[src/rtl/sorter_pkg.sv]
package sorter_pkg;
  // Readout controller phase
  typedef enum logic {
    RD_IDLE = 1'b0,
    RD_SCAN = 1'b1
  } rd_state_e;
endpackage

[src/rtl/sorter_slot_bank.sv]
module sorter_slot_bank #(
  parameter int KEY_W  = 4,
  parameter int CODE_W = 8
) (
  input  logic                    clk,
  input  logic                    rst_n,
  input  logic                    wr_go,
  input  logic [KEY_W-1:0]        wr_key,
  input  logic [CODE_W-1:0]       wr_code,
  input  logic [KEY_W-1:0]        rd_key,
  output logic [CODE_W-1:0]       rd_code,
  output logic [(1<<KEY_W)-1:0]   occ_mask
);
  localparam int SLOTS = 1 << KEY_W;

  logic [CODE_W-1:0] slot_q [SLOTS];
  logic [SLOTS-1:0]  slot_en;

  for (genvar g = 0; g < SLOTS; g++) begin : g_slot
    // per-slot clock enable decoded from the write key
    assign slot_en[g] = wr_go && (wr_key == KEY_W'(g));

    always_ff @(posedge clk or negedge rst_n) begin
      if (!rst_n)          slot_q[g] <= '0;
      else if (slot_en[g]) slot_q[g] <= wr_code;
    end

    // a non-zero code marks the slot as occupied
    assign occ_mask[g] = |slot_q[g];
  end

  assign rd_code = slot_q[rd_key];
endmodule

[src/rtl/sorter_lowest_pick.sv]
module sorter_lowest_pick #(
  parameter int N     = 16,
  parameter int IDX_W = 4
) (
  input  logic [N-1:0]     req,
  output logic             any,
  output logic [IDX_W-1:0] idx,
  output logic [N-1:0]     rest
);
  always_comb begin
    idx = '0;
    for (int i = N - 1; i >= 0; i--) begin
      if (req[i]) idx = IDX_W'(i);
    end
    any  = |req;
    // drop the lowest set bit
    rest = req & (req - N'(1));
  end
endmodule

[src/rtl/sorter_readout_ctrl.sv]
module sorter_readout_ctrl
  import sorter_pkg::*;
#(
  parameter int KEY_W  = 4,
  parameter int CODE_W = 8
) (
  input  logic                  clk,
  input  logic                  rst_n,
  input  logic                  start,
  input  logic                  wr_en,
  input  logic [(1<<KEY_W)-1:0] occ_mask,
  input  logic                  pick_any,
  input  logic [KEY_W-1:0]      pick_idx,
  input  logic [(1<<KEY_W)-1:0] pick_rest,
  input  logic [CODE_W-1:0]     rd_code,
  output logic [(1<<KEY_W)-1:0] pend,
  output logic                  wr_go,
  output logic                  busy,
  output logic                  out_valid,
  output logic [KEY_W-1:0]      out_key,
  output logic [CODE_W-1:0]     out_code,
  output logic                  out_last
);
  localparam int SLOTS = 1 << KEY_W;

  rd_state_e         state_q, state_d;
  logic [SLOTS-1:0]  pend_q, pend_d;
  logic              val_q, val_d;
  logic              last_q, last_d;
  logic [KEY_W-1:0]  key_q, key_d;
  logic [CODE_W-1:0] code_q, code_d;

  always_comb begin
    state_d = state_q;
    pend_d  = pend_q;
    val_d   = 1'b0;
    last_d  = 1'b0;
    key_d   = '0;
    code_d  = '0;
    case (state_q)
      RD_IDLE: begin
        if (start && (|occ_mask)) begin
          state_d = RD_SCAN;
          pend_d  = occ_mask;
        end
      end
      RD_SCAN: begin
        if (pick_any) begin
          val_d  = 1'b1;
          key_d  = pick_idx;
          code_d = rd_code;
          last_d = (pick_rest == '0);
          pend_d = pick_rest;
        end
        if (pick_rest == '0) state_d = RD_IDLE;
      end
      default: state_d = RD_IDLE;
    endcase
  end

  // writes only while idle and not on a start cycle
  assign wr_go = wr_en && (state_q == RD_IDLE) && !start;
  assign busy  = (state_q == RD_SCAN);
  assign pend  = pend_q;

  always_ff @(posedge clk or negedge rst_n) begin
    if (!rst_n) begin
      state_q <= RD_IDLE;
      pend_q  <= '0;
      val_q   <= 1'b0;
      last_q  <= 1'b0;
      key_q   <= '0;
      code_q  <= '0;
    end else begin
      state_q <= state_d;
      pend_q  <= pend_d;
      val_q   <= val_d;
      last_q  <= last_d;
      key_q   <= key_d;
      code_q  <= code_d;
    end
  end

  assign out_valid = val_q;
  assign out_last  = last_q;
  assign out_key   = key_q;
  assign out_code  = code_q;

  // the encoder always points at a pending slot while scanning
  assert_pick_pending_R4: assert property (@(posedge clk) disable iff (!rst_n)
    busy |-> (pick_any && pend_q[pick_idx]));

  // entries follow back to back with rising keys
  assert_ascending_R4: assert property (@(posedge clk) disable iff (!rst_n)
    (out_valid && !out_last) |=> (out_valid && (out_key > $past(out_key))));

  // nothing is presented right after the final entry
  assert_gap_after_last_R5: assert property (@(posedge clk) disable iff (!rst_n)
    (out_valid && out_last) |=> !out_valid);

  // an emitted entry never carries the empty code
  assert_nonzero_code_R3: assert property (@(posedge clk) disable iff (!rst_n)
    out_valid |-> (out_code != '0));
endmodule

[src/rtl/keyed_reg_sorter.sv]
module keyed_reg_sorter #(
  parameter int KEY_W  = 4,
  parameter int CODE_W = 8
) (
  input  logic              clk,
  input  logic              rst_n,
  input  logic              wr_en,
  input  logic [KEY_W-1:0]  wr_key,
  input  logic [CODE_W-1:0] wr_code,
  input  logic              start,
  output logic              out_valid,
  output logic [KEY_W-1:0]  out_key,
  output logic [CODE_W-1:0] out_code,
  output logic              out_last
);
  localparam int SLOTS = 1 << KEY_W;

  logic              wr_go;
  logic              busy;
  logic [SLOTS-1:0]  occ_mask;
  logic [SLOTS-1:0]  pend;
  logic [SLOTS-1:0]  pick_rest;
  logic              pick_any;
  logic [KEY_W-1:0]  pick_idx;
  logic [CODE_W-1:0] rd_code;

  sorter_slot_bank #(.KEY_W(KEY_W), .CODE_W(CODE_W)) u_bank (
    .clk      (clk),
    .rst_n    (rst_n),
    .wr_go    (wr_go),
    .wr_key   (wr_key),
    .wr_code  (wr_code),
    .rd_key   (pick_idx),
    .rd_code  (rd_code),
    .occ_mask (occ_mask)
  );

  sorter_lowest_pick #(.N(SLOTS), .IDX_W(KEY_W)) u_pick (
    .req  (pend),
    .any  (pick_any),
    .idx  (pick_idx),
    .rest (pick_rest)
  );

  sorter_readout_ctrl #(.KEY_W(KEY_W), .CODE_W(CODE_W)) u_ctrl (
    .clk       (clk),
    .rst_n     (rst_n),
    .start     (start),
    .wr_en     (wr_en),
    .occ_mask  (occ_mask),
    .pick_any  (pick_any),
    .pick_idx  (pick_idx),
    .pick_rest (pick_rest),
    .rd_code   (rd_code),
    .pend      (pend),
    .wr_go     (wr_go),
    .busy      (busy),
    .out_valid (out_valid),
    .out_key   (out_key),
    .out_code  (out_code),
    .out_last  (out_last)
  );

  // the store cannot change while a readout is emitting
  assert_store_frozen_R7: assert property (@(posedge clk) disable iff (!rst_n)
    busy |=> $stable(occ_mask));

  // only occupied slots are ever presented
  assert_emit_occupied_R3: assert property (@(posedge clk) disable iff (!rst_n)
    out_valid |-> occ_mask[out_key]);
endmodule

[config.mk]
export PLATFORM = sky130hd
export DESIGN_NAME = keyed_reg_sorter
export DESIGN_NICKNAME = d
export VERILOG_FILES = /design/src/rtl/sorter_pkg.sv /design/src/rtl/sorter_slot_bank.sv /design/src/rtl/sorter_lowest_pick.sv /design/src/rtl/sorter_readout_ctrl.sv /design/src/rtl/keyed_reg_sorter.sv
export SDC_FILE = /design/constraint.sdc
export NUM_CORES = 1
export LEC_CHECK = 0
export ABC_AREA = 1
export BUFFER_PORTS_ARGS = -buffer_cell sky130_fd_sc_hd__buf_2
export CAP_MARGIN = 10
export CORE_MARGIN = 5
export CORE_UTILIZATION = 65
export DETAILED_ROUTE_END_ITERATION = 10
export GPL_TIMING_DRIVEN = 1
export HOLD_SLACK_MARGIN = 0.15
export PLACE_DENSITY_LB_ADDON = 0.3
export SLEW_MARGIN = 0
export SYNTH_ARGS = -nofsm -noshare
export SYNTH_HDL_FRONTEND = slang
export SYNTH_SLANG_ARGS = --single-unit
[constraint.sdc]
create_clock -name clk -period 4.5 [get_ports clk]
set_input_delay 0.675 -clock clk [delete_from_list [all_inputs] [get_ports clk]]
set_output_delay 0.675 -clock clk [all_outputs]
set_load 0.1 [all_outputs]
# Word-level counts from Yosys, hierarchy flattened
# Cells that the tools add are included.
# W data, S select, Z words.
# word_totals
reg_bits,159
input_bits,16
out_inout_bits,14
word_cells,118
# classes
n_addsub,1
magnitude_cmp,1
eq_ne,17
n_mux,33
bitwise,3
n_reduce_logical,41
# ops
op,n
$reduce_or A128 Y1,1
$reduce_or A8 Y1,16
$mux W4,18
$bmux W8 S4,1
$eq A4 B4 Y1 const B,8
$mux W16,2
$mux W8,4
$pmux W16 S2,1
$logic_and A1 B1 Y1,19
$and A16 B16 Y16,1
$eq A4 B3 Y1 const B,4
$logic_not A16 Y1,1
$reduce_or A16 Y1,1
$sub A16 B1 Y16 const B,1
$eq A4 B2 Y1 const B,2
$mux W1,6
$ge A5 B5 Y1 const B,1
$not A4 Y5,1
$eq A4 B1 Y1 const B,1
$logic_not A4 Y1,1
$ne A2 B1 Y1 const B,1
$ne A2 B2 Y1 const B,1
$pmux W1 S2,1
$reduce_and A2 Y1,1
2 further kinds,2

# Depth between registers and ports, before layout
# Gate-level depths: netlist of the first run.
# logic_depth
depth_word,22
ltp_mapped,25
ltp_nobuf,23

# Cells and area by module
# A second synthesis of the first run with hierarchy kept.
# hier_totals
cells_unflattened,1125
area_unflattened_um2,8265.4
# modules_own_cells
module,instances,cells_each,area_per_inst_um2,seq_area_each_um2
sorter_slot_bank,1,885,6453.7,3203.1
sorter_readout_ctrl,1,163,1460.2,775.7
sorter_lowest_pick,1,77,351.6,0.0

# Worst setup path before layout of the first run
# No wires, ideal clock.
# synth_timing
kind,register to register
startpoint,register u_bank.slot_q[117] (netlist name)
endpoint,register u_ctrl.pend_q[3] (netlist: u_ctrl.pend[3])
setup_time_ns,0.122
t_arrival_ns,1.777
t_required_ns,4.378
setup_slack_ns,2.601
path_stages_with_launch,11
n_path_buf,1
synth_period_minus_slack_ns,1.899
cell_sequence,dfrtp_1 -> nor4_1 -> nand2_1 -> nor2_1 -> nand4_1 -> or4_1 -> nand3_2 -> nand2_1 -> buf_2 -> nand2_1 -> o21ai_1
# synth_via
elab_chain_len,4
# synth_rtl
element,line,source
start: declaration,sorter_slot_bank.sv:16,logic [CODE_W-1:0] slot_q [SLOTS];
start signal: indexed assignment,sorter_slot_bank.sv:25,else if (slot_en[g]) slot_q[g] <= wr_code;
$reduce_or A128 Y1,sorter_readout_ctrl.sv:42,if (start && (|occ_mask)) begin
$logic_and A1 B1 Y1,sorter_readout_ctrl.sv:42,
$ne A2 B1 Y1 (no source line),--,
$reduce_and A2 Y1 (no source line),--,
end signal: assignment,sorter_readout_ctrl.sv:76,pend_q <= pend_d;
end: declaration,sorter_readout_ctrl.sv:27,"logic [SLOTS-1:0] pend_q, pend_d;"
# No other way between the ends.
# A chain may end at the register's enable or synchronous reset.

# Final worst setup path of the first run
# layout_timing
startpoint,register u_ctrl.pend_q[1] (netlist: u_ctrl.pend[1])
endpoint,register u_ctrl.code_q[6] (netlist: u_ctrl.out_code[6])
# layout_via
elab_chain_len,8
word_cells_on_any_way,9
cone_classes,mux: 7; bitwise: 1; reduce/logical: 1
# layout_rtl
element,line,source
$mux W4 (2 in series),sorter_lowest_pick.sv:13,if (req[i]) idx = IDX_W'(i);
$not A4 Y5 (not written as such),sorter_slot_bank.sv:32,assign rd_code = slot_q[rd_key];
$bmux W8 S4,sorter_slot_bank.sv:32,
$mux W8 (not written as such) (2 in series),sorter_slot_bank.sv:32,
$mux W8 *,sorter_readout_ctrl.sv:48,if (pick_any) begin
$mux W8 *,sorter_readout_ctrl.sv:40,case (state_q)
via u_ctrl.code_d[6],sorter_readout_ctrl.sv:31,"logic [CODE_W-1:0] code_q, code_d;"
end signal: assignment,sorter_readout_ctrl.sv:80,code_q <= code_d;
end: declaration,sorter_readout_ctrl.sv:31,
# The timed path passes the listed nets; every way through them passes the cells marked *. The select of a mux whose other input is x is not followed.

==> flow_summary.html, run 1 <==
<table>
<tr><th>Metric</th><th>Value</th></tr>
<tr><th colspan="2">GRT</th></tr>
<tr><td>Vias in the first global route</td><td>6760</td></tr>
<tr><td>GRT Overall Usage</td><td>0.3121</td></tr>
<tr><td>Antenna violations before repair</td><td>0</td></tr>
<tr><td>Total global routing overflow</td><td>0</td></tr>
<tr><td>Wire length of the first global-routing pass</td><td>35620 µm</td></tr>
<tr><td>Largest net degree at the start of global routing</td><td>88</td></tr>
<tr><th colspan="2">STA</th></tr>
<tr><td>Number of hold violations in the final report</td><td>0</td></tr>
<tr><td>Total setup violations reported at the end of the flow</td><td>0</td></tr>
<tr><td>Fin crit share</td><td>0.6507</td></tr>
<tr><td>Total negative slack for setup checks</td><td>0 ps</td></tr>
<tr><td>Minimum clock period after layout</td><td>2928 ps</td></tr>
<tr><td>Unrepaired setup endpoints after global routing</td><td>no</td></tr>
<tr><td>FMAX</td><td>0.3415 GHz</td></tr>
<tr><td>Normalized max-slew margin</td><td>0.2190</td></tr>
<tr><td>Tightest Pin Transition</td><td>1170 ps</td></tr>
<tr><td>Worst clock skew</td><td>8.454 ps</td></tr>
<tr><td>Final-report max-slew violation count</td><td>0</td></tr>
<tr><th colspan="2">Route</th></tr>
<tr><td>First-pass detailed-route iteration total</td><td>8</td></tr>
<tr><td>Drt via density</td><td>6.033</td></tr>
<tr><td>Vias post-DR</td><td>7590</td></tr>
<tr><td>Iter 0 DRT Violations</td><td>1143</td></tr>
<tr><td>Average routed wire per standard cell</td><td>17.79 µm</td></tr>
<tr><td>Number of nets still failing antenna checks after routing</td><td>0</td></tr>
<tr><td>Aggregate routed wire length</td><td>22380 µm</td></tr>
<tr><td>Total DRC errors in the routed layout</td><td>0</td></tr>
<tr><th colspan="2">CTS</th></tr>
<tr><td>Clock Latency Late Sink</td><td>440 ps</td></tr>
<tr><td>Number of buffers inserted by hold repair at cts</td><td>0</td></tr>
<tr><td>Number of clock buffers inserted by TritonCTS</td><td>17</td></tr>
<tr><td>Post-CTS setup buffer count</td><td>0</td></tr>
<tr><td>Clock root cell</td><td>sky130_fd_sc_hd__clkbuf_16</td></tr>
<tr><td>Max Buffers Root-to-Sink</td><td>2</td></tr>
<tr><td>Reg clk slew, reported paths</td><td>70 ps</td></tr>
<tr><td>Number of sinks on the clock net</td><td>159</td></tr>
<tr><td>CTS tree</td><td>yes</td></tr>
<tr><td>Post-cts resize count</td><td>0</td></tr>
<tr><td>H-tree depth</td><td>4</td></tr>
<tr><th colspan="2">Floorplan</th></tr>
<tr><td>Die height</td><td>121.7 µm</td></tr>
<tr><td>Number of rows created at floorplan</td><td>40</td></tr>
<tr><td>Top-level I/O count</td><td>30</td></tr>
<tr><td>Initial Utilization</td><td>0.6700</td></tr>
<tr><td>Total core area</td><td>12110 µm²</td></tr>
<tr><td>Full die area</td><td>14820 µm²</td></tr>
<tr><td>Chip width</td><td>121.7 µm</td></tr>
<tr><th colspan="2">Pwr</th></tr>
<tr><td>Switch Pwr</td><td>3.590 mW</td></tr>
<tr><td>Combinational share of power</td><td>0.511</td></tr>
<tr><td>Reg power frac</td><td>0.290</td></tr>
<tr><td>Internal Pwr Total</td><td>3.761 mW</td></tr>
<tr><td>Switching portion of total power</td><td>0.4883</td></tr>
<tr><td>IR drop worst, VDD</td><td>0.4330 mV</td></tr>
<tr><td>Clock power share</td><td>0.200</td></tr>
<tr><td>Power density over the cells</td><td>833.5 nW/µm²</td></tr>
<tr><td>Leakage</td><td>4.244 nW</td></tr>
<tr><th colspan="2">Outcome</th></tr>
<tr><td>Outcome</td><td>complete, no violations</td></tr>
<tr><th colspan="2">Final layout</th></tr>
<tr><td>Count of antenna diodes in the layout</td><td>0</td></tr>
<tr><td>Nets</td><td>1093</td></tr>
<tr><td>Layout overhead on the synthesized area</td><td>8.680%</td></tr>
<tr><td>Final standard cell utilization of the core</td><td>0.7282</td></tr>
<tr><td>Share of cells above drive strength 1</td><td>0.08349</td></tr>
<tr><th colspan="2">Setup path</th></tr>
<tr><td>Data arrival time of the critical path</td><td>3280 ps</td></tr>
<tr><td>Maximum net fanout on the critical path</td><td>17</td></tr>
<tr><td>Data required, critical path</td><td>4850 ps</td></tr>
<tr><td>Launch point of the worst reg-to-reg path</td><td>u_ctrl.pend[1]$_DFFE_PN0P_</td></tr>
<tr><td>Reg-to-reg slack, setup</td><td>1570 ps</td></tr>
<tr><td>FF-to-FF End</td><td>u_ctrl.out_code[6]$_DFF_PN0_</td></tr>
<tr><td>Length in cells of the worst reg-to-reg path</td><td>13</td></tr>
<tr><td>Worst setup EP type</td><td>flip-flop</td></tr>
<tr><td>Startpoint class of the critical path</td><td>flip-flop</td></tr>
<tr><td>Critical setup path kind</td><td>reg -&gt; reg</td></tr>
<tr><th colspan="2">Placed design</th></tr>
<tr><td>Estimated wirelength of the detail-placed design</td><td>14630 µm</td></tr>
<tr><td>Number of I/O port buffers</td><td>29</td></tr>
<tr><td>Weighted congestion at the end of routability-driven global placement</td><td>0.9637</td></tr>
<tr><th colspan="2">Synth</th></tr>
<tr><td>Share of the yosys chip area belonging to registers</td><td>0.4903</td></tr>
<tr><td>Most used flip-flop cell after synthesis</td><td>sky130_fd_sc_hd__dfrtp_1</td></tr>
<tr><td>Post-synth net total</td><td>1098</td></tr>
<tr><td>Number of enable-type register cells in the synthesized netlist</td><td>0</td></tr>
<tr><td>Async set-reset flop share out of synthesis</td><td>1.000</td></tr>
<tr><td>Post-synthesis cell type count</td><td>29</td></tr>
<tr><td>Synth Instances</td><td>1082</td></tr>
<tr><td>Post-Syn Area</td><td>8115 µm²</td></tr>
<tr><td>Mean area per synthesized cell</td><td>7.500 µm²</td></tr>
<tr><td>Number of flip-flops and latches in the synthesized netlist</td><td>159</td></tr>
<tr><td>Synthesis Warnings</td><td>0</td></tr>
<tr><th colspan="2">Flow run</th></tr>
<tr><td>Count of max-cap constraint violations</td><td>0</td></tr>
<tr><th colspan="2">Min path</th></tr>
<tr><td>Hold/Removal Path Class</td><td>in -&gt; async</td></tr>
</table>
## layout by cell type (no fill, tap or decap), drive strengths merged
| cell | Yosys | routed |
|---|---|---|
| dfrtp | 159 | 159 |
| nand3 | 172 | 172 |
| nor3 | 7 | 7 |
| nor4 | 14 | 14 |
| nor2 | 67 | 67 |
| o31ai | 1 | 1 |
| a31oi | 2 | 2 |
| or4 | 1 | 1 |
| a21oi | 7 | 7 |
| clkinv | 0 | 5 |
| clkbuf | 39 | 21 |
| nand4 | 22 | 22 |
| clkinvlp | 0 | 4 |
| bufinv | 0 | 3 |
| nand2 | 299 | 299 |
| inv | 107 | 106 |
| and2 | 4 | 4 |
| buf | 21 | 36 |
| o22ai | 1 | 1 |
| o21ai | 159 | 159 |
## flip-flops by register name (all words and copies together), names as in the netlist
register,flops
u_ctrl.out_code,8
u_bank.slot_q,128
u_ctrl.pend,16
u_ctrl.out_last,1
u_ctrl.out_valid,1
u_ctrl.out_key,4
u_ctrl.busy,1
## per-stage QoR
step           power [mW]  instance area (µm²)  instances  worst slack (ps)  hold slack, ps
2_1_floorplan       4.994                 8115       1082              2601           379.4
3_3_place_gp        5.669                 8229       1226              1783           466.3
3_5_place_dp        5.734                 8229       1226              1730           473.3
4_1_cts             7.238                 8820       1258              1721           322.1
5_1_grt             7.774                 8820       1258              1394           345.8
6_report            7.351                 8820       1258              1572           268.3
## critical path: stages (launching register included)
cell and delay [ps]:
sky130_fd_sc_hd__dfrtp_1 420, sky130_fd_sc_hd__nor2_1 200, sky130_fd_sc_hd__inv_2 80, sky130_fd_sc_hd__nor2_2 140, sky130_fd_sc_hd__inv_2 50, sky130_fd_sc_hd__nor2_2 130, sky130_fd_sc_hd__inv_2 80, sky130_fd_sc_hd__a21oi_2 760
sky130_fd_sc_hd__inv_2 420, sky130_fd_sc_hd__nand3_1 220, sky130_fd_sc_hd__nand2_1 70, sky130_fd_sc_hd__nand2_1 80, sky130_fd_sc_hd__nand2_1 60, sky130_fd_sc_hd__nor2_1 130
## area by class of cell
class | instances | area, µm²
inverters | 107 | 401.6
repair buffers | 36 | 216.5
clock inverters | 11 | 140.1
well taps | 168 | 210.2
fillers | 973 | 3292
multi-input cells | 756 | 3422
clock buffers | 21 | 450.4
flip-flops and latches | 159 | 3979
## kinds of logic (layout without fill, tap and decap cells)
kind of cell,Yosys count,after routing,synth area share
AO/OA/AOI/OAI,170,170,0.1065
AND/OR/NAND/NOR,586,586,0.3151
buffers and inverters,167,175,0.08804
flip-flops,159,159,0.4903
## cell usage after synthesis, types with 2 or more instances
| master | n | area share |
|---|---|---|
| sky130_fd_sc_hd__nand2_1 | 297 | 0.14 |
| sky130_fd_sc_hd__inv_2 | 16 | 0.0074 |
| sky130_fd_sc_hd__a21oi_2 | 2 | 0.0022 |
| sky130_fd_sc_hd__nor2_2 | 3 | 0.0023 |
| sky130_fd_sc_hd__nor2_1 | 63 | 0.029 |
| sky130_fd_sc_hd__nor4_1 | 14 | 0.011 |
| sky130_fd_sc_hd__buf_1 | 4 | 0.0018 |
| sky130_fd_sc_hd__nand2_2 | 2 | 0.0015 |
| sky130_fd_sc_hd__nand3_1 | 171 | 0.11 |
| sky130_fd_sc_hd__dfrtp_1 | 159 | 0.49 |
| sky130_fd_sc_hd__inv_1 | 91 | 0.042 |
| sky130_fd_sc_hd__o21ai_0 | 142 | 0.088 |
| sky130_fd_sc_hd__buf_4 | 4 | 0.0037 |
| sky130_fd_sc_hd__a31oi_1 | 2 | 0.0015 |
| sky130_fd_sc_hd__o21ai_1 | 17 | 0.010 |
| sky130_fd_sc_hd__buf_6 | 9 | 0.012 |
| sky130_fd_sc_hd__nor3_1 | 6 | 0.0037 |
| sky130_fd_sc_hd__and2_0 | 3 | 0.0023 |
| sky130_fd_sc_hd__clkbuf_1 | 39 | 0.018 |
| sky130_fd_sc_hd__a21oi_1 | 5 | 0.0031 |
| sky130_fd_sc_hd__nand4_1 | 22 | 0.017 |
| sky130_fd_sc_hd__buf_2 | 4 | 0.0025 |
## how the worst max path moves through the flow
| stage | from | to | depth (start not counted) | slack [ps] |
|---|---|---|---|---|
| 2_1_floorplan | u_bank.slot_q[117]$_DFFE_PN0P_ | u_ctrl.pend[3]$_DFFE_PN0P_ | 10 | 2600 |
| 3_3_place_gp | u_ctrl.pend[14]$_DFFE_PN0P_ | u_ctrl.out_code[6]$_DFF_PN0_ | 23 | 1780 |
| 3_5_place_dp | u_bank.slot_q[116]$_DFFE_PN0P_ | u_ctrl.pend[6]$_DFFE_PN0P_ | 9 | 1730 |
| 4_1_cts | u_bank.slot_q[116]$_DFFE_PN0P_ | u_ctrl.pend[6]$_DFFE_PN0P_ | 9 | 1720 |
| 5_1_grt | u_bank.slot_q[69]$_DFFE_PN0P_ | u_ctrl.pend[6]$_DFFE_PN0P_ | 9 | 1390 |
| 6_report | u_ctrl.pend[1]$_DFFE_PN0P_ | u_ctrl.out_code[6]$_DFF_PN0_ | 13 | 1570 |
## per-layer routing
metal	global-route usage	share of wire	wire length [µm]
met1	0.4556	0.43	9559
met2	0.4553	0.44	9806
met3	0.06592	0.11	2358
met4	0.1289	0.029	652
met5	0	0	0
## power groups by stage
stage | logic (mW) | clock network [mW] | registers (mW)
finish | 3.75 | 1.47 | 2.13
global route | 4.08 | 1.53 | 2.17
CTS | 3.65 | 1.47 | 2.11
detailed placement | 3.60 | 0 | 2.13
global placement | 3.55 | 0 | 2.12
floorplan | 2.61 | 0 | 2.38
No activity file was read; power rests on OpenSTA's default activity.
==> run 2, diff against run 1 <==
- ABC_AREA: 1 -> 0
- CORE_UTILIZATION: 65 -> 62
- clock period: 4.5 -> 2.8 ns (I/O delays scaled with it)
==> flow_summary.html, run 2 <==
<table>
<tr><th>Metric</th><th>Value</th></tr>
<tr><th colspan="2">Outcome</th></tr>
<tr><td>Outcome</td><td>complete, no violations</td></tr>
<tr><th colspan="2">CTS</th></tr>
<tr><td>Number of sinks on the clock net</td><td>159 (unchanged)</td></tr>
<tr><td>Clock Latency Late Sink</td><td>430 ps (about the same)</td></tr>
<tr><td>Post-CTS setup buffer count</td><td>0 (unchanged)</td></tr>
<tr><td>H-tree depth</td><td>4 (unchanged)</td></tr>
<tr><td>Number of clock buffers inserted by TritonCTS</td><td>17 (unchanged)</td></tr>
<tr><td>CTS tree</td><td>yes</td></tr>
<tr><td>Clock root cell</td><td>sky130_fd_sc_hd__clkbuf_16</td></tr>
<tr><td>Max Buffers Root-to-Sink</td><td>2 (unchanged)</td></tr>
<tr><td>Reg clk slew, reported paths</td><td>60 ps (about the same)</td></tr>
<tr><th colspan="2">Placed design</th></tr>
<tr><td>Weighted congestion at the end of routability-driven global placement</td><td>0.9696 (+0.61%)</td></tr>
<tr><td>Number of I/O port buffers</td><td>29 (unchanged)</td></tr>
<tr><td>Estimated wirelength of the detail-placed design</td><td>15050 µm (+2.8%)</td></tr>
<tr><th colspan="2">Setup path</th></tr>
<tr><td>CP peak stage delay</td><td>610 ps (-150 ps)</td></tr>
<tr><td>Length in cells of the worst reg-to-reg path</td><td>5 (-8)</td></tr>
<tr><td>Launch point of the worst reg-to-reg path</td><td>u_ctrl.pend[12]$_DFFE_PN0P_</td></tr>
<tr><td>FF-to-FF End</td><td>u_ctrl.out_code[1]$_DFF_PN0_</td></tr>
<tr><td>Cell mode on critical path</td><td>sky130_fd_sc_hd__nand2_1</td></tr>
<tr><td>Data required, critical path</td><td>3130 ps (-1720 ps)</td></tr>
<tr><td>Critical setup path kind</td><td>reg -&gt; reg</td></tr>
<tr><td>Startpoint class of the critical path</td><td>flip-flop</td></tr>
<tr><td>Family with the most delay on the worst path</td><td>simple AND/OR/NAND/NOR gates</td></tr>
<tr><td>Reg-to-reg slack, setup</td><td>180 ps (-1390 ps)</td></tr>
<tr><td>WP buf/inv</td><td>0 (-4)</td></tr>
<tr><td>Worst setup EP type</td><td>flip-flop</td></tr>
<tr><td>Maximum net fanout on the critical path</td><td>11 (-6)</td></tr>
<tr><td>Crit path max-delay cell type</td><td>sky130_fd_sc_hd__or4_4</td></tr>
<tr><td>Data arrival time of the critical path</td><td>2950 ps (-330 ps)</td></tr>
<tr><td>Cell Chain, Critical Path</td><td>or4_4 -&gt; a2111o_1 -&gt; nand2_1 -&gt; nand2_1 -&gt; o221ai_1</td></tr>
<tr><th colspan="2">Synth</th></tr>
<tr><td>Synth Instances</td><td>709 (-34%)</td></tr>
<tr><td>Most used standard cell by instance count after synthesis</td><td>sky130_fd_sc_hd__dfrtp_1</td></tr>
<tr><td>Most instantiated cells after synthesis</td><td>sky130_fd_sc_hd__dfrtp_1 (159), sky130_fd_sc_hd__mux2_2 (127), sky130_fd_sc_hd__nand2_1 (76), sky130_fd_sc_hd__nor4_1 (38), sky130_fd_sc_hd__o21ai_0 (34)</td></tr>
<tr><td>Number of enable-type register cells in the synthesized netlist</td><td>0 (unchanged)</td></tr>
<tr><td>Synthesis Warnings</td><td>0 (unchanged)</td></tr>
<tr><td>Post-synthesis cell type count</td><td>49 (+69%)</td></tr>
<tr><td>Number of flip-flops and latches in the synthesized netlist</td><td>159 (unchanged)</td></tr>
<tr><td>Share of the yosys chip area belonging to registers</td><td>0.4980 (+0.007678)</td></tr>
<tr><td>Cell type with the highest aggregate area in the netlist</td><td>sky130_fd_sc_hd__dfrtp_1</td></tr>
<tr><td>Leading cell types by total area after synthesis</td><td>sky130_fd_sc_hd__dfrtp_1 (50%), sky130_fd_sc_hd__mux2_2 (18%), sky130_fd_sc_hd__mux2i_1 (4.0%)</td></tr>
<tr><td>Mean area per synthesized cell</td><td>11.27 µm² (+50%)</td></tr>
<tr><td>Post-Syn Area</td><td>7990 µm² (-1.5%)</td></tr>
<tr><td>Most used flip-flop cell after synthesis</td><td>sky130_fd_sc_hd__dfrtp_1</td></tr>
<tr><td>Post-synth net total</td><td>725 (-34%)</td></tr>
<tr><td>Async set-reset flop share out of synthesis</td><td>1.000 (unchanged)</td></tr>
<tr><td>Post-synth top area share</td><td>0.4980 (+0.007678)</td></tr>
<tr><th colspan="2">Route</th></tr>
<tr><td>Iter 0 DRT Violations</td><td>624 (-45%)</td></tr>
<tr><td>Vias post-DR</td><td>6034 (-21%)</td></tr>
<tr><td>First-pass detailed-route iteration total</td><td>5 (-3)</td></tr>
<tr><td>Total DRC errors in the routed layout</td><td>0 (unchanged)</td></tr>
<tr><td>Drt via density</td><td>6.566 (+8.8%)</td></tr>
<tr><td>Aggregate routed wire length</td><td>21570 µm (-3.6%)</td></tr>
<tr><td>Number of nets still failing antenna checks after routing</td><td>0 (unchanged)</td></tr>
<tr><td>Average routed wire per standard cell</td><td>23.47 µm (+32%)</td></tr>
<tr><th colspan="2">GRT</th></tr>
<tr><td>Total global routing overflow</td><td>0 (unchanged)</td></tr>
<tr><td>Largest net degree at the start of global routing</td><td>66 (-25%)</td></tr>
<tr><td>Wire length of the first global-routing pass</td><td>33550 µm (-5.8%)</td></tr>
<tr><td>Vias in the first global route</td><td>5885 (-13%)</td></tr>
<tr><td>Antenna violations before repair</td><td>0 (unchanged)</td></tr>
<tr><td>GRT Overall Usage</td><td>0.2975 (-0.01466)</td></tr>
<tr><th colspan="2">Final layout</th></tr>
<tr><td>Layout overhead on the synthesized area</td><td>12.43%</td></tr>
<tr><td>Reg with most FFs</td><td>u_bank.slot_q</td></tr>
<tr><td>Most frequent cells in the layout</td><td>sky130_fd_sc_hd__dfrtp_1 (159), sky130_fd_sc_hd__mux2_2 (127), sky130_fd_sc_hd__nand2_1 (76)</td></tr>
<tr><td>Nets</td><td>750 (-31%)</td></tr>
<tr><td>Flip-flop count of the largest register, all copies and words added</td><td>128 (unchanged)</td></tr>
<tr><td>Fillers</td><td>937 (-3.7%)</td></tr>
<tr><td>Count of antenna diodes in the layout</td><td>0 (unchanged)</td></tr>
<tr><td>Commonest non-fill, non-tap cell in the layout</td><td>sky130_fd_sc_hd__dfrtp_1</td></tr>
<tr><td>Share of cells above drive strength 1</td><td>0.3079 (+0.2244)</td></tr>
<tr><th colspan="2">STA</th></tr>
<tr><td>Tightest Pin Transition</td><td>645.9 ps (-524.3 ps)</td></tr>
<tr><td>Worst clock skew</td><td>6.954 ps (-1.500 ps)</td></tr>
<tr><td>Normalized max-slew margin</td><td>0.5678 (+0.3488)</td></tr>
<tr><td>Number of hold violations in the final report</td><td>0 (unchanged)</td></tr>
<tr><td>FMAX</td><td>0.3821 GHz (+12%)</td></tr>
<tr><td>Fin crit share</td><td>0.9348 (+0.2841)</td></tr>
<tr><td>Total negative slack for setup checks</td><td>0 ps (unchanged)</td></tr>
<tr><td>Fin Hold WS</td><td>428.4 ps (+160.1 ps)</td></tr>
<tr><td>Minimum clock period after layout</td><td>2617 ps (-310.9 ps)</td></tr>
<tr><td>Total setup violations reported at the end of the flow</td><td>0 (unchanged)</td></tr>
<tr><td>Final-report max-slew violation count</td><td>0 (unchanged)</td></tr>
<tr><td>Unrepaired setup endpoints after global routing</td><td>no</td></tr>
<tr><th colspan="2">Pwr</th></tr>
<tr><td>Power density over the cells</td><td>1318 nW/µm² (+58%)</td></tr>
<tr><td>Switching portion of total power</td><td>0.4381 (-0.05027)</td></tr>
<tr><td>IR drop worst, VDD</td><td>0.9200 mV (+110%)</td></tr>
<tr><td>Leakage</td><td>4.102 nW (-3.3%)</td></tr>
<tr><td>Combinational share of power</td><td>0.490 (-0.021)</td></tr>
<tr><td>Internal Pwr Total</td><td>6.651 mW (+77%)</td></tr>
<tr><td>Reg power frac</td><td>0.308 (+0.018)</td></tr>
<tr><td>Clock power share</td><td>0.202 (+0.002)</td></tr>
<tr><td>Switch Pwr</td><td>5.185 mW (+44%)</td></tr>
<tr><th colspan="2">Min path</th></tr>
<tr><td>Hold/Removal Path Class</td><td>in -&gt; reg</td></tr>
<tr><td>Cell count of the worst hold path</td><td>3</td></tr>
<tr><td>Terminating pin of the worst hold path</td><td>u_bank.slot_q[98]$_DFFE_PN0P_</td></tr>
<tr><td>Hold Path Origin</td><td>wr_code[2]</td></tr>
<tr><th colspan="2">Flow run</th></tr>
<tr><td>Count of max-cap constraint violations</td><td>0 (unchanged)</td></tr>
<tr><th colspan="2">Floorplan</th></tr>
<tr><td>Top-level I/O count</td><td>30 (unchanged)</td></tr>
<tr><td>Die height</td><td>123.5 µm (+1.5%)</td></tr>
<tr><td>Chip width</td><td>123.5 µm (+1.5%)</td></tr>
<tr><td>Total core area</td><td>12620 µm² (+4.2%)</td></tr>
<tr><td>Full die area</td><td>15260 µm² (+3.0%)</td></tr>
<tr><td>Number of rows created at floorplan</td><td>41 (+2.5%)</td></tr>
<tr><td>Initial Utilization</td><td>0.6332 (-0.03689)</td></tr>
</table>
## run 2: cell types whose count changed after synthesis, sizes merged, moves of 26 or more
cell	change
inv	-88
nand3	-161
mux2	+128
mux2i	+32
nor4	+26
nor2	-37
o21ai	-123
nand2	-223
## run 2: power by group through the flow
stage	sequential [mW]	combinational [mW]	clock, mW
after floorplan	4.00	3.55	0
after global placement	3.60	5.56	0
after detailed placement	3.64	5.70	0
after CTS	3.61	5.73	2.43
after global routing	3.70	6.13	2.51
final	3.64	5.80	2.40
## run 2: worst reg2reg max path: cells and delay by family (launching register included)
| family | cells | cell delay (ps) |
|---|---|---|
| AOI/OAI and AO/OA | 2 | 770 |
| and+or+nand+nor | 3 | 1280 |
| DFF | 1 | 470 |
## run 2: metal layers
metal  vias to the layer above  GRT usage  part of all wire
met5                         -          0                 0
met4                         0    0.08374             0.021
met3                        40    0.06908             0.075
met2                       282     0.4720              0.48
met1                      3005     0.4132              0.42
li1                       2707          -                 -
## run 2: worst max-delay path by stage
stage / from / to / slack [ps] / cells past startpoint
floorplan: u_ctrl.pend[1]$_DFFE_PN0P_ / u_ctrl.busy$_DFF_PN0_ / 450 / 6
global placement: u_ctrl.pend[8]$_DFFE_PN0P_ / u_ctrl.out_code[3]$_DFF_PN0_ / 270 / 7
detailed placement: u_ctrl.pend[8]$_DFFE_PN0P_ / u_ctrl.out_code[4]$_DFF_PN0_ / 80 / 7
CTS: u_ctrl.pend[8]$_DFFE_PN0P_ / u_ctrl.out_code[4]$_DFF_PN0_ / 60 / 7
global route: u_ctrl.pend[8]$_DFFE_PN0P_ / u_ctrl.out_code[3]$_DFF_PN0_ / 3 / 7
finish: u_ctrl.pend[12]$_DFFE_PN0P_ / u_ctrl.out_code[1]$_DFF_PN0_ / 180 / 5
## run 2: per-stage QoR
step	instance area [µm²]	std cells	total power, mW	worst slack [ps]	utilization
2_1_floorplan	7990	709	7.551	453.4	-
3_3_place_gp	8353	886	9.151	274.9	0.6619
3_5_place_dp	8353	886	9.332	78.82	0.6619
4_1_cts	8981	919	11.76	64.85	0.7117
5_1_grt	8984	919	12.35	3.189	0.7119
6_report	8984	919	11.84	182.5	0.7119
## run 2: cell families (layout without fill, tap and decap cells)
family,count (synthesis),after routing,synth area share
muxes,160,160,0.2205
DFF,159,159,0.4980
adders and majority gates,3,3,0.004071
AOI/OAI and AO/OA,105,105,0.09834
buffers and inverters,62,100,0.03195
and+or+nand+nor,220,220,0.1472
## run 2: cell type report
type / count / area [µm²] / share of cell area
clock buffer: 22 / 484.2 / 0.05390
sequential: 159 / 3979 / 0.4429
tap: 172 / 215.2 / 0.02396
multi-input combinational: 488 / 3771 / 0.4198
timing repair buffer: 49 / 329.1 / 0.03663
clock inverter: 10 / 133.9 / 0.01490
inverter: 19 / 71.32 / 0.007939
## run 2: what timing repair did
action,4_1_cts,5_1_grt
resized for setup,0,1
endpoints found under the hold margin,62,0
hold buffers,1,0
endpoints found under the setup margin,0,8
==> run 3, diff against run 2 <==
- CORE_UTILIZATION: 62 -> 64
- CTS_BUF_LIST: unset -> sky130_fd_sc_hd__clkbuf_4
==> flow_summary.html, run 3 (synthesis results as in run 2) <==
<table>
<tr><th>Metric</th><th>Value</th></tr>
<tr><th colspan="2">GRT</th></tr>
<tr><td>Wire length of the first global-routing pass</td><td>33150 µm (-1.2%)</td></tr>
<tr><td>Top Usage Layer GRT</td><td>met2</td></tr>
<tr><td>Largest net degree at the start of global routing</td><td>64 (-3.0%)</td></tr>
<tr><td>Vias in the first global route</td><td>6018 (+2.3%)</td></tr>
<tr><td>Total global routing overflow</td><td>0 (unchanged)</td></tr>
<tr><td>Antenna violations before repair</td><td>0 (unchanged)</td></tr>
<tr><td>Met2 Use GR</td><td>0.4670 (-0.004955)</td></tr>
<tr><td>Global-route met1 utilization</td><td>0.3952 (-0.01803)</td></tr>
<tr><td>GRT Overall Usage</td><td>0.2950 (-0.002475)</td></tr>
<tr><td>Met3 Resource Use GR</td><td>0.06407 (-0.005009)</td></tr>
<tr><th colspan="2">Route</th></tr>
<tr><td>Iter 0 DRT Violations</td><td>540 (-13%)</td></tr>
<tr><td>Number of nets still failing antenna checks after routing</td><td>0 (unchanged)</td></tr>
<tr><td>Total DRC errors in the routed layout</td><td>0 (unchanged)</td></tr>
<tr><td>Aggregate routed wire length</td><td>20690 µm (-4.1%)</td></tr>
<tr><td>Average routed wire per standard cell</td><td>22.64 µm (-3.5%)</td></tr>
<tr><td>Vias post-DR</td><td>6044 (+0.17%)</td></tr>
<tr><td>Drt via density</td><td>6.613 (+0.71%)</td></tr>
<tr><td>First-pass detailed-route iteration total</td><td>5 (unchanged)</td></tr>
<tr><th colspan="2">Placed design</th></tr>
<tr><td>Cell Area, Placed</td><td>8341 µm² (-0.15%)</td></tr>
<tr><td>Post-placement worst setup slack</td><td>235.4 ps (+156.6 ps)</td></tr>
<tr><td>Weighted congestion at the end of routability-driven global placement</td><td>0.9521 (-1.8%)</td></tr>
<tr><td>Number of I/O port buffers</td><td>29 (unchanged)</td></tr>
<tr><td>Estimated wirelength of the detail-placed design</td><td>14770 µm (-1.8%)</td></tr>
<tr><th colspan="2">CTS</th></tr>
<tr><td>Number of sinks on the clock net</td><td>159 (unchanged)</td></tr>
<tr><td>Post-CTS setup buffer count</td><td>0 (unchanged)</td></tr>
<tr><td>Max Buffers Root-to-Sink</td><td>2 (unchanged)</td></tr>
<tr><td>Clock Latency Late Sink</td><td>580 ps (+150 ps)</td></tr>
<tr><td>Reg clk slew, reported paths</td><td>130 ps (+70 ps)</td></tr>
<tr><td>Clock root cell</td><td>sky130_fd_sc_hd__clkbuf_4</td></tr>
<tr><td>H-tree depth</td><td>4 (unchanged)</td></tr>
<tr><td>CTS tree</td><td>yes</td></tr>
<tr><td>Number of clock buffers inserted by TritonCTS</td><td>17 (unchanged)</td></tr>
<tr><th colspan="2">Flow run</th></tr>
<tr><td>Count of max-cap constraint violations</td><td>0 (unchanged)</td></tr>
<tr><th colspan="2">Final layout</th></tr>
<tr><td>Commonest non-fill, non-tap cell in the layout</td><td>sky130_fd_sc_hd__dfrtp_1</td></tr>
<tr><td>Layout overhead on the synthesized area</td><td>7.814%</td></tr>
<tr><td>Final standard cell utilization of the core</td><td>0.7113 (about the same)</td></tr>
<tr><td>Count of antenna diodes in the layout</td><td>0 (unchanged)</td></tr>
<tr><td>Reg with most FFs</td><td>u_bank.slot_q</td></tr>
<tr><td>Post-route standard cell area excluding fillers</td><td>8615 µm² (-4.1%)</td></tr>
<tr><td>Flip-flop count of the largest register, all copies and words added</td><td>128 (unchanged)</td></tr>
<tr><td>Area of the multi-input gates</td><td>3771 µm² (unchanged)</td></tr>
<tr><td>Total area of sequential cells</td><td>3979 µm² (unchanged)</td></tr>
<tr><td>Fillers</td><td>896 (-4.4%)</td></tr>
<tr><td>Most frequent cells in the layout</td><td>sky130_fd_sc_hd__dfrtp_1 (159), sky130_fd_sc_hd__mux2_2 (127), sky130_fd_sc_hd__nand2_1 (76)</td></tr>
<tr><td>Share of cells above drive strength 1</td><td>0.3083 (+0.0004127)</td></tr>
<tr><td>Nets</td><td>749 (-0.13%)</td></tr>
<tr><th colspan="2">Floorplan</th></tr>
<tr><td>Full die area</td><td>14820 µm² (-2.9%)</td></tr>
<tr><td>Total core area</td><td>12110 µm² (-4.0%)</td></tr>
<tr><td>Initial Utilization</td><td>0.6597 (+0.02656)</td></tr>
<tr><td>Top-level I/O count</td><td>30 (unchanged)</td></tr>
<tr><td>Chip width</td><td>121.7 µm (-1.4%)</td></tr>
<tr><td>Number of rows created at floorplan</td><td>40 (-2.4%)</td></tr>
<tr><td>Die height</td><td>121.7 µm (-1.4%)</td></tr>
<tr><th colspan="2">STA</th></tr>
<tr><td>Number of hold violations in the final report</td><td>0 (unchanged)</td></tr>
<tr><td>Least setup slack across all paths after layout</td><td>203.7 ps (+21.14 ps)</td></tr>
<tr><td>Final-report max-slew violation count</td><td>0 (unchanged)</td></tr>
<tr><td>Fin crit share</td><td>0.9273 (-0.007550)</td></tr>
<tr><td>Normalized max-slew margin</td><td>0.5303 (-0.03756)</td></tr>
<tr><td>FMAX</td><td>0.3852 GHz (+0.81%)</td></tr>
<tr><td>Total negative slack for setup checks</td><td>0 ps (unchanged)</td></tr>
<tr><td>Minimum clock period after layout</td><td>2596 ps (-21.14 ps)</td></tr>
<tr><td>Worst clock skew</td><td>23.17 ps (+16.22 ps)</td></tr>
<tr><td>Unrepaired setup endpoints after global routing</td><td>no</td></tr>
<tr><td>Total setup violations reported at the end of the flow</td><td>0 (unchanged)</td></tr>
<tr><td>Tightest Pin Transition</td><td>702.0 ps (+56.13 ps)</td></tr>
<tr><th colspan="2">Pwr</th></tr>
<tr><td>Leakage</td><td>3.925 nW (-4.3%)</td></tr>
<tr><td>Power density over the cells</td><td>1233 nW/µm² (-6.4%)</td></tr>
<tr><td>IR drop worst, VDD</td><td>0.9740 mV (+5.9%)</td></tr>
<tr><th colspan="2">Setup path</th></tr>
<tr><td>Data arrival time of the critical path</td><td>3090 ps (+140 ps)</td></tr>
<tr><td>Worst setup EP type</td><td>flip-flop</td></tr>
<tr><td>Critical setup path kind</td><td>reg -&gt; reg</td></tr>
<tr><td>Startpoint class of the critical path</td><td>flip-flop</td></tr>
<tr><td>Maximum net fanout on the critical path</td><td>11 (unchanged)</td></tr>
<tr><td>Data required, critical path</td><td>3290 ps (+160 ps)</td></tr>
<tr><th colspan="2">Outcome</th></tr>
<tr><td>Outcome</td><td>complete, no violations</td></tr>
<tr><th colspan="2">Min path</th></tr>
<tr><td>Hold/Removal Path Class</td><td>in -&gt; async</td></tr>
</table>
==> run 3: area by class of cell <==
| cell class | count | share of cell area |
|---|---|---|
| clock buffers | 23 | 0.02004 |
| clock inverters | 9 | 0.01031 |
| inverters | 19 | 0.008279 |
| multi-input cells | 488 | 0.4378 |
| flip-flops and latches | 159 | 0.4619 |
| well taps | 168 | 0.02440 |
| repair buffers | 48 | 0.03733 |
==> run 3: path summary, 6_finish.rpt <==
kind / startpoint / to / slack, ps / cells past startpoint
max in group asynchronous: rst_n / u_bank.slot_q[73]$_DFFE_PN0P_ / 1730 / 3
setup / recovery: u_ctrl.pend[12]$_DFFE_PN0P_ / u_ctrl.out_code[1]$_DFF_PN0_ / 200 / 7
setup reg to reg: u_ctrl.pend[12]$_DFFE_PN0P_ / u_ctrl.out_code[1]$_DFF_PN0_ / 200 / 7
hold / removal: rst_n / u_bank.slot_q[19]$_DFFE_PN0P_ / 260 / 2
hold reg to reg: u_bank.slot_q[35]$_DFFE_PN0P_ / u_bank.slot_q[35]$_DFFE_PN0P_ / 550 / 1
min in group clk: wr_code[0] / u_bank.slot_q[64]$_DFFE_PN0P_ / 280 / 3
==> run 3: stage by stage <==
step / std cells / total power, mW / hold slack, ps
4_1_cts: 914 / 10.55 / 235.7
6_report: 914 / 10.62 / 261.1
3_5_place_dp: 881 / 9.266 / 308.0
5_1_grt: 914 / 11.24 / 240.9
2_1_floorplan: 709 / 7.551 / 124.4
3_3_place_gp: 881 / 9.089 / 304.4
==> run 3: critical path: stages (launching register included) <==
cell                       delay, ps
sky130_fd_sc_hd__dfrtp_1         500
sky130_fd_sc_hd__or4_4           600
sky130_fd_sc_hd__a2111o_1        520
sky130_fd_sc_hd__nand2_1         360
sky130_fd_sc_hd__nand4_1         150
sky130_fd_sc_hd__nand4_1         160
sky130_fd_sc_hd__nand4b_1        120
sky130_fd_sc_hd__o221ai_1         90
==> run 3: routing by layer <==
layer / part of all wire / vias to the layer above
li1: - / 2690
met1: 0.41 / 3040
met2: 0.49 / 268
met3: 0.068 / 46
met4: 0.031 / 0
met5: 0 / -
==> run 3: what timing repair did <==
action / in CTS / in global routing
endpoints found under the setup margin: 0 / 8
gates resized for setup: 0 / 1
endpoints found under the hold margin: 151 / 0
hold buffers: 1 / 0
==> run 3: report_power, final <==
group / internal, mW / switching (mW) / leakage (nW)
Clock: 0.497 / 0.784 / 0.129
Sequential: 2.99 / 0.668 / 2.06
Combinational: 2.13 / 3.55 / 1.73
